==> config.mk <==
export PLATFORM = sky130hd
export DESIGN_NAME = nest_trap_unit
export DESIGN_NICKNAME = d
export VERILOG_FILES = /design/src/rtl/ntu_pkg.sv /design/src/rtl/ntu_arbiter.sv /design/src/rtl/ntu_frame_stack.sv /design/src/rtl/nest_trap_unit.sv
export SDC_FILE = /design/constraint.sdc
export NUM_CORES = 1
export LEC_CHECK = 0
export BUFFER_PORTS_ARGS = -buffer_cell sky130_fd_sc_hd__clkbuf_2
export CAP_MARGIN = 40
export CORE_ASPECT_RATIO = 0.5
export CORE_UTILIZATION = 55
export DETAILED_ROUTE_END_ITERATION = 10
export HOLD_SLACK_MARGIN = 0.02
export PLACE_DENSITY = 0.85
export SLEW_MARGIN = 40
export SYNTH_ARGS = -nofsm -noshare
export SYNTH_HDL_FRONTEND = slang
export SYNTH_SLANG_ARGS = --single-unit
==> constraint.sdc <==
create_clock -name clk -period 26.2 [get_ports clk]
set_input_delay 3.93 -clock clk [delete_from_list [all_inputs] [get_ports clk]]
set_output_delay 3.93 -clock clk [all_outputs]
set_load 0.005 [all_outputs]
==> src/rtl/ntu_pkg.sv <==
// Package: shared widths, constants and the trap-state frame layout.
// Assumes a 32-bit PC and 4-byte instructions.
package ntu_pkg;
    localparam int PC_W        = 32;
    localparam int TT_W        = 9;
    localparam int CC_W        = 8;
    localparam int ST_W        = 8;
    localparam int IRQ_LEVELS  = 16;
    localparam int IRQ_LB      = $clog2(IRQ_LEVELS);
    localparam int VEC_LSB     = 5;
    localparam int NEST_BIT    = VEC_LSB + TT_W;
    localparam int INSN_BYTES  = 4;
    localparam int IRQ_TT_BASE = 'h40;

    typedef struct packed {
        logic [PC_W-1:0] tpc;
        logic [PC_W-1:0] tnpc;
        logic [TT_W-1:0] tt;
        logic [CC_W-1:0] cc;
        logic [ST_W-1:0] stat;
        logic            en;
    } frame_t;
endpackage

==> src/rtl/ntu_arbiter.sv <==
// Module: ntu_arbiter
// Chooses at most one trap source per cycle. A synchronous request always
// wins. Otherwise the highest pending interrupt level strictly above pil
// is taken, provided traps are enabled. Purely combinational; the clock
// and reset feed only the embedded assertions.
module ntu_arbiter
    import ntu_pkg::*;
(
    input  logic                  clk,
    input  logic                  rst_n,
    input  logic                  sync_req,
    input  logic [TT_W-1:0]       sync_tt,
    input  logic [IRQ_LEVELS-1:0] irq_pend,
    input  logic [IRQ_LB-1:0]     pil,
    input  logic                  trap_en,
    output logic                  take_sync,
    output logic                  take_irq,
    output logic [TT_W-1:0]       sel_tt,
    output logic [IRQ_LB-1:0]     sel_lvl
);
    logic              irq_found;
    logic [IRQ_LB-1:0] irq_best;

    // Scan upward so the highest eligible level is the last one kept.
    always_comb begin
        irq_found = 1'b0;
        irq_best  = '0;
        for (int i = 0; i < IRQ_LEVELS; i++) begin
            if (irq_pend[i] && (i > int'(pil))) begin
                irq_found = 1'b1;
                irq_best  = IRQ_LB'(i);
            end
        end
    end

    // Resolve the winner and its trap type.
    always_comb begin
        take_sync = sync_req;
        take_irq  = !sync_req && trap_en && irq_found;
        sel_lvl   = irq_best;
        sel_tt    = sync_req ? sync_tt : (TT_W'(IRQ_TT_BASE) | TT_W'(irq_best));
    end

    assert_one_winner_R11: assert property (@(posedge clk) disable iff (!rst_n)
        $onehot0({take_sync, take_irq}))
        else $error("two trap sources taken together");

    assert_irq_above_pil_R7: assert property (@(posedge clk) disable iff (!rst_n)
        take_irq |-> (sel_lvl > pil) && trap_en && irq_pend[sel_lvl])
        else $error("interrupt taken at or below pil or while disabled");
endmodule

==> src/rtl/ntu_frame_stack.sv <==
// Module: ntu_frame_stack
// Holds one trap-state frame per trap level (1..DEPTH). It has one write
// port at an explicit level and one combinational read port. Reading
// level 0 returns an all-zero frame.
module ntu_frame_stack
    import ntu_pkg::*;
#(
    parameter int DEPTH = 5,
    localparam int IW   = $clog2(DEPTH + 1)
) (
    input  logic          clk,
    input  logic          rst_n,
    input  logic          wr_en,
    input  logic [IW-1:0] wr_idx,
    input  frame_t        wr_frame,
    input  logic [IW-1:0] rd_idx,
    output frame_t        rd_frame
);
    frame_t slots [1:DEPTH];

    // Store the frame for the addressed level.
    always_ff @(posedge clk) begin
        if (!rst_n) begin
            for (int i = 1; i <= DEPTH; i++) slots[i] <= '0;
        end else if (wr_en) begin
            for (int i = 1; i <= DEPTH; i++)
                if (wr_idx == IW'(i)) slots[i] <= wr_frame;
        end
    end

    // Present the frame at the read level.
    always_comb begin
        rd_frame = '0;
        for (int i = 1; i <= DEPTH; i++)
            if (rd_idx == IW'(i)) rd_frame = slots[i];
    end

    assert_wr_in_range_R3: assert property (@(posedge clk) disable iff (!rst_n)
        wr_en |-> (wr_idx != '0) && (wr_idx <= IW'(DEPTH)))
        else $error("frame written outside 1..DEPTH");
endmodule

==> src/rtl/nest_trap_unit.sv <==
// Module: nest_trap_unit
// Top of the trap entry unit. It arbitrates the trap sources and builds
// the frame for the new level. It also sequences entry, return and the
// sticky error state, and issues a registered redirect with a flush.
// Assumes one request cycle per trap, and that the pipeline holds
// cur_pc/cur_npc stable during the request cycle.
module nest_trap_unit
    import ntu_pkg::*;
#(
    parameter int MAX_LVL = 5,
    localparam int LW     = $clog2(MAX_LVL + 1)
) (
    input  logic                  clk,
    input  logic                  rst_n,
    input  logic                  sync_req,
    input  logic [TT_W-1:0]       sync_tt,
    input  logic [IRQ_LEVELS-1:0] irq_pend,
    input  logic [IRQ_LB-1:0]     pil,
    input  logic                  te_set,
    input  logic                  ret_req,
    input  logic [PC_W-1:0]       cur_pc,
    input  logic [PC_W-1:0]       cur_npc,
    input  logic [CC_W-1:0]       cur_cc,
    input  logic [ST_W-1:0]       cur_stat,
    input  logic [PC_W-1:0]       tba,
    output logic                  redirect_vld,
    output logic [PC_W-1:0]       redirect_pc,
    output logic                  flush,
    output logic                  ret_done,
    output logic [CC_W-1:0]       ret_cc,
    output logic [ST_W-1:0]       ret_stat,
    output logic [LW-1:0]         trap_lvl,
    output logic                  trap_en,
    output logic                  err_state,
    output logic [PC_W-1:0]       top_tpc,
    output logic [PC_W-1:0]       top_tnpc,
    output logic [TT_W-1:0]       top_tt,
    output logic [CC_W-1:0]       top_cc,
    output logic [ST_W-1:0]       top_stat,
    output logic                  top_en
);
    localparam logic [PC_W-1:0] BASE_MASK = ~((PC_W'(1) << (NEST_BIT + 1)) - PC_W'(1));

    logic              take_sync, take_irq, take_any;
    logic [TT_W-1:0]   sel_tt;
    logic [IRQ_LB-1:0] sel_lvl;
    logic              fatal, enter, leave;
    frame_t            new_frame, top_frame;
    logic [PC_W-1:0]   vec_pc;

    ntu_arbiter u_arb (
        .clk       (clk),
        .rst_n     (rst_n),
        .sync_req  (sync_req),
        .sync_tt   (sync_tt),
        .irq_pend  (irq_pend),
        .pil       (pil),
        .trap_en   (trap_en),
        .take_sync (take_sync),
        .take_irq  (take_irq),
        .sel_tt    (sel_tt),
        .sel_lvl   (sel_lvl)
    );

    // Classify this cycle as error, entry, return or nothing.
    always_comb begin
        take_any = take_sync || take_irq;
        fatal    = !err_state && ((take_sync && !trap_en) ||
                                  (take_any && (trap_lvl == LW'(MAX_LVL))));
        enter    = !err_state && take_any && !fatal;
        leave    = !err_state && !take_any && ret_req && (trap_lvl != '0);
    end

    // Assemble the frame to push; the return pair depends on trap class.
    always_comb begin
        new_frame.tt   = sel_tt;
        new_frame.cc   = cur_cc;
        new_frame.stat = cur_stat;
        new_frame.en   = trap_en;
        if (take_sync) begin
            new_frame.tpc  = cur_pc;
            new_frame.tnpc = cur_npc;
        end else begin
            new_frame.tpc  = cur_npc;
            new_frame.tnpc = cur_npc + PC_W'(INSN_BYTES);
        end
    end

    // Handler vector: base bits, nested flag, trap type, zero low bits.
    always_comb begin
        vec_pc = (tba & BASE_MASK)
               | (PC_W'(trap_lvl != '0) << NEST_BIT)
               | (PC_W'(sel_tt) << VEC_LSB);
    end

    ntu_frame_stack #(.DEPTH(MAX_LVL)) u_stack (
        .clk      (clk),
        .rst_n    (rst_n),
        .wr_en    (enter),
        .wr_idx   (trap_lvl + LW'(1)),
        .wr_frame (new_frame),
        .rd_idx   (trap_lvl),
        .rd_frame (top_frame)
    );

    // Sequence trap level, enable, error and the redirect outputs.
    always_ff @(posedge clk) begin
        if (!rst_n) begin
            trap_lvl     <= '0;
            trap_en      <= 1'b1;
            err_state    <= 1'b0;
            redirect_vld <= 1'b0;
            redirect_pc  <= '0;
            flush        <= 1'b0;
            ret_done     <= 1'b0;
            ret_cc       <= '0;
            ret_stat     <= '0;
        end else begin
            redirect_vld <= 1'b0;
            flush        <= 1'b0;
            ret_done     <= 1'b0;
            if (fatal) begin
                err_state <= 1'b1;
                flush     <= 1'b1;
            end else if (enter) begin
                trap_lvl     <= trap_lvl + LW'(1);
                trap_en      <= 1'b0;
                redirect_vld <= 1'b1;
                redirect_pc  <= vec_pc;
                flush        <= 1'b1;
            end else if (leave) begin
                trap_lvl     <= trap_lvl - LW'(1);
                trap_en      <= top_frame.en;
                redirect_vld <= 1'b1;
                redirect_pc  <= top_frame.tpc;
                flush        <= 1'b1;
                ret_done     <= 1'b1;
                ret_cc       <= top_frame.cc;
                ret_stat     <= top_frame.stat;
            end else if (te_set && !err_state) begin
                trap_en <= 1'b1;
            end
        end
    end

    // Expose the top frame.
    always_comb begin
        top_tpc  = top_frame.tpc;
        top_tnpc = top_frame.tnpc;
        top_tt   = top_frame.tt;
        top_cc   = top_frame.cc;
        top_stat = top_frame.stat;
        top_en   = top_frame.en;
    end

    assert_entry_step_R2: assert property (@(posedge clk) disable iff (!rst_n)
        enter |=> (trap_lvl == $past(trap_lvl) + LW'(1)) && !trap_en && redirect_vld)
        else $error("entry did not step the level");

    assert_redirect_flush_R2: assert property (@(posedge clk) disable iff (!rst_n)
        redirect_vld |-> flush)
        else $error("redirect without flush");

    assert_err_sticky_R9: assert property (@(posedge clk) disable iff (!rst_n)
        err_state |=> err_state && !redirect_vld)
        else $error("error state left or redirect in error");

    assert_lvl_bound_R10: assert property (@(posedge clk) disable iff (!rst_n)
        trap_lvl <= LW'(MAX_LVL))
        else $error("trap level above maximum");

    assert_ret_step_R12: assert property (@(posedge clk) disable iff (!rst_n)
        leave |=> (trap_lvl == $past(trap_lvl) - LW'(1)) && ret_done)
        else $error("return did not step the level down");
endmodule

==> results.toml <==
[logic_synthesis]
synth_area_leader_cell = "edfxtp_1"
netlist_instances = 2093
synth_cell_types = 66
ys_top_cells_by_area = "edfxtp_1 (59%), nor2_1 (8.0%), dfxtp_1 (4.9%)"
synth_nets = 2249
synth_edf_count = 450
yosysSeqAreaShare_pct = 64.2
synthArstFlopShare_pct = 0
synth_warnings = 0
synth_top_area_share_pct = 59.3
synth-seq-cells = 506
synthFlopType = "edfxtp_1"
postSynthAreaPerCell_um2 = 10.9
syn_area_um2 = 22800

[clock_tree]
h-tree-depth = 2
postCtsSetupBuffers = 0
clk_path_buf_depth = 3
cts_tree = "built"
cts_hold_buf = 0
clockRootBuffer = "clkbuf_16"
cts_buffers = 45
clkTransAtPathRegs_ns = 0.07
clkLatencyLatePin_ns = 0.58
cts_sinks = 506
post_cts_resized = 0

[grt]
grt_overflow = 0
grt_antenna_before_repair = 2
grt_max_degree = 90
grt_use_total_pct = 28.9
grt_pass1_vias = 16800
grt_pass1_wl_um = 94300

[placed_design]
port_buffers = 275
routabilityCongestion = 0.838
hpwlAfterDp_um = 36500
dpl_cell_area_um2 = 24700

[power]
internal_power_uw = 1680
switchingPower_uw = 878
powerDensity_nw_per_um2 = 98.1
clkPwrFrac_pct = 25.7
vdd_drop_max_mv = 0.0650
finalPower_uw = 2560
leakage_uw = 0.0102
power_switching_share_pct = 34.3
comb_power_share_pct = 29.8
pwr-share-seq_pct = 44.6

[finish]
final_cell_mix = "nor2_1 (484), edfxtp_1 (450), clkbuf_2 (274), nand2_1 (201), a21oi_1 (160)"
design_area_um2 = 26100
drive_gt1_share_pct = 17.5
post-route-util_pct = 64.3
layout.nets = 2452
layout_commonest_cell = "nor2_1"
fillers = 2922
area_delta_synth_final_pct = 14.6

[floorplanning]
start_util_pct = 56.1
die_area_um2 = 42300
die_h_um = 146
fp.dieW_um = 290
core_um2 = 40600
core.rowCount = 52
ios = 292

[min_path]
hp-class = "reg -> reg"

[critical_path]
max_stage_delay_ns = 0.79
end_kind = "output port"
startpoint_type = "register"
path_class = "reg -> out"
arrival_ns = 4.36
crit_family = "buffers and inverters"
cp_slowest_cell = "buf_4"
crit_required_ns = 22.27
crit_buf_inv = 3
path_max_fanout = 62
crit_chain = "inv_1 > ha_1 > nor2b_4 > buf_4 > a22oi_1 > nor2_1 > a21oi_1 > nor2_1 > a21oi_1 > o21ai_0 > clkbuf_2"

[sta]
post-route-min-period_ns = 8.29
tns_ns = 0
slew_viol_final = 0
period_share_pct = 31.6
setup_viol = 0
rsz0062_at_grt = "false"
finClkSkew_ns = 0.0164
tightest_slew_ns = 0.878
clock.fmax_ghz = 0.121
relSlewSlack_pct = 41.2
hold_violations = 0

[routing]
antenna_left = 0
drcViolationCount = 0
wl_per_cell_um = 22.0
dr_total_vias = 17600
viasPerCell = 6.13
drt_first_pass_iters = 6
drt-initial-drc-count = 2198
postRouteWirelength_um = 63200

[run]
cap_violations = 0

[outcome]
outcome = "finished, final reports clean"
[power groups by stage]
stage / clock (uW) / combinational (uW) / sequential, uW
floorplan: 0 / 433 / 1170
global placement: 0 / 719 / 1150
detailed placement: 0 / 748 / 1150
CTS: 656 / 753 / 1140
global route: 688 / 813 / 1150
finish: 658 / 762 / 1140
[state kept, by name, summed over array words and instances, names as in the netlist]
signal         flops
ret_cc             8
trap_en            1
err_state          1
ret_stat           8
u_stack.slots    450
trap_lvl           3
ret_done           1
redirect_vld       1
flush              1
redirect_pc       32
[layer usage]
metal | GRT usage, % | wire length (um) | share of wire [%] | vias to the layer above
li1 | - | - | - | 7837
met1 | 36.3 | 23300 | 37 | 8459
met2 | 49.5 | 30900 | 49 | 1145
met3 | 4.51 | 6050 | 9.6 | 177
met4 | 14.1 | 2850 | 4.5 | 0
met5 | 0 | 0 | 0 | -
[per-stage QoR]
stage	cells	hold WS, ns	setup slack (ns)
floorplan	2093	0.453	14.12
global route	2874	0.474	17.80
finish	2874	0.455	17.91
CTS	2872	0.455	17.99
detailed placement	2789	0.446	18.59
global placement	2780	0.441	18.35
[cells in the mapped netlist (14+ instances only)]
| master | number |
|---|---|
| xor2_1 | 21 |
| nand2_1 | 203 |
| nor2b_1 | 35 |
| nor3_1 | 27 |
| a22oi_1 | 68 |
| mux2i_1 | 33 |
| inv_1 | 14 |
| edfxtp_1 | 450 |
| a31oi_1 | 22 |
| and2_1 | 94 |
| nor2_1 | 486 |
| nand3_1 | 17 |
| buf_2 | 50 |
| clkbuf_1 | 86 |
| o21ai_0 | 98 |
| dfxtp_1 | 56 |
| a221oi_1 | 26 |
| a21oi_1 | 160 |
| a221o_1 | 25 |
[worst reg2reg max path: cells and delay by family, from the launching register on]
| family | cells | cell delay (ns) |
|---|---|---|
| compound gates | 2 | 1.15 |
| buf+inv | 4 | 1.42 |
| fa+ha+maj | 1 | 0.36 |
| flops | 1 | 0.44 |
| simple gates | 3 | 0.63 |
[worst paths after layout]
check	startpoint	endpoint	slack, ns	depth (start not counted)
setup reg to reg	trap_lvl[1]$_SDFFE_PN0P_	u_stack.slots[0][255]$_SDFFCE_PN0P_	21.76	10
setup / recovery	trap_lvl[0]$_SDFFE_PN0P_	top_tnpc[31]	17.91	11
hold / removal	ret_stat[2]$_SDFFE_PN0P_	ret_stat[2]$_SDFFE_PN0P_	0.46	2
hold reg to reg	ret_stat[2]$_SDFFE_PN0P_	ret_stat[2]$_SDFFE_PN0P_	0.46	2
[cells by family (layout without fill, tap and decap cells)]
family          Yosys count  in the layout  synth area share [%]
compound gates          440            440                  12.3
xor+xnor                 31             31                  1.19
fa+ha+maj                10             10                 0.549
buf+inv                 171            410                  3.16
flops                   506            506                  64.2
mux                      33             33                  1.45
other cells               0              2                     0
simple gates            902            902                  17.2
[final cells by class]
cell class	count	area, um2	share of cell area [%]
Clock buffer	50	1150	4.42
Sequential cell	506	14600	56.0
Tap cell	540	676	2.59
Clock inverter	33	274	1.05
Multi-Input combinational cell	1416	7540	28.9
Antenna cell	2	5.00	0.0192
Inverter	21	78.8	0.302
Timing Repair Buffer	306	1760	6.72
Power figures use the tool's default switching activity.
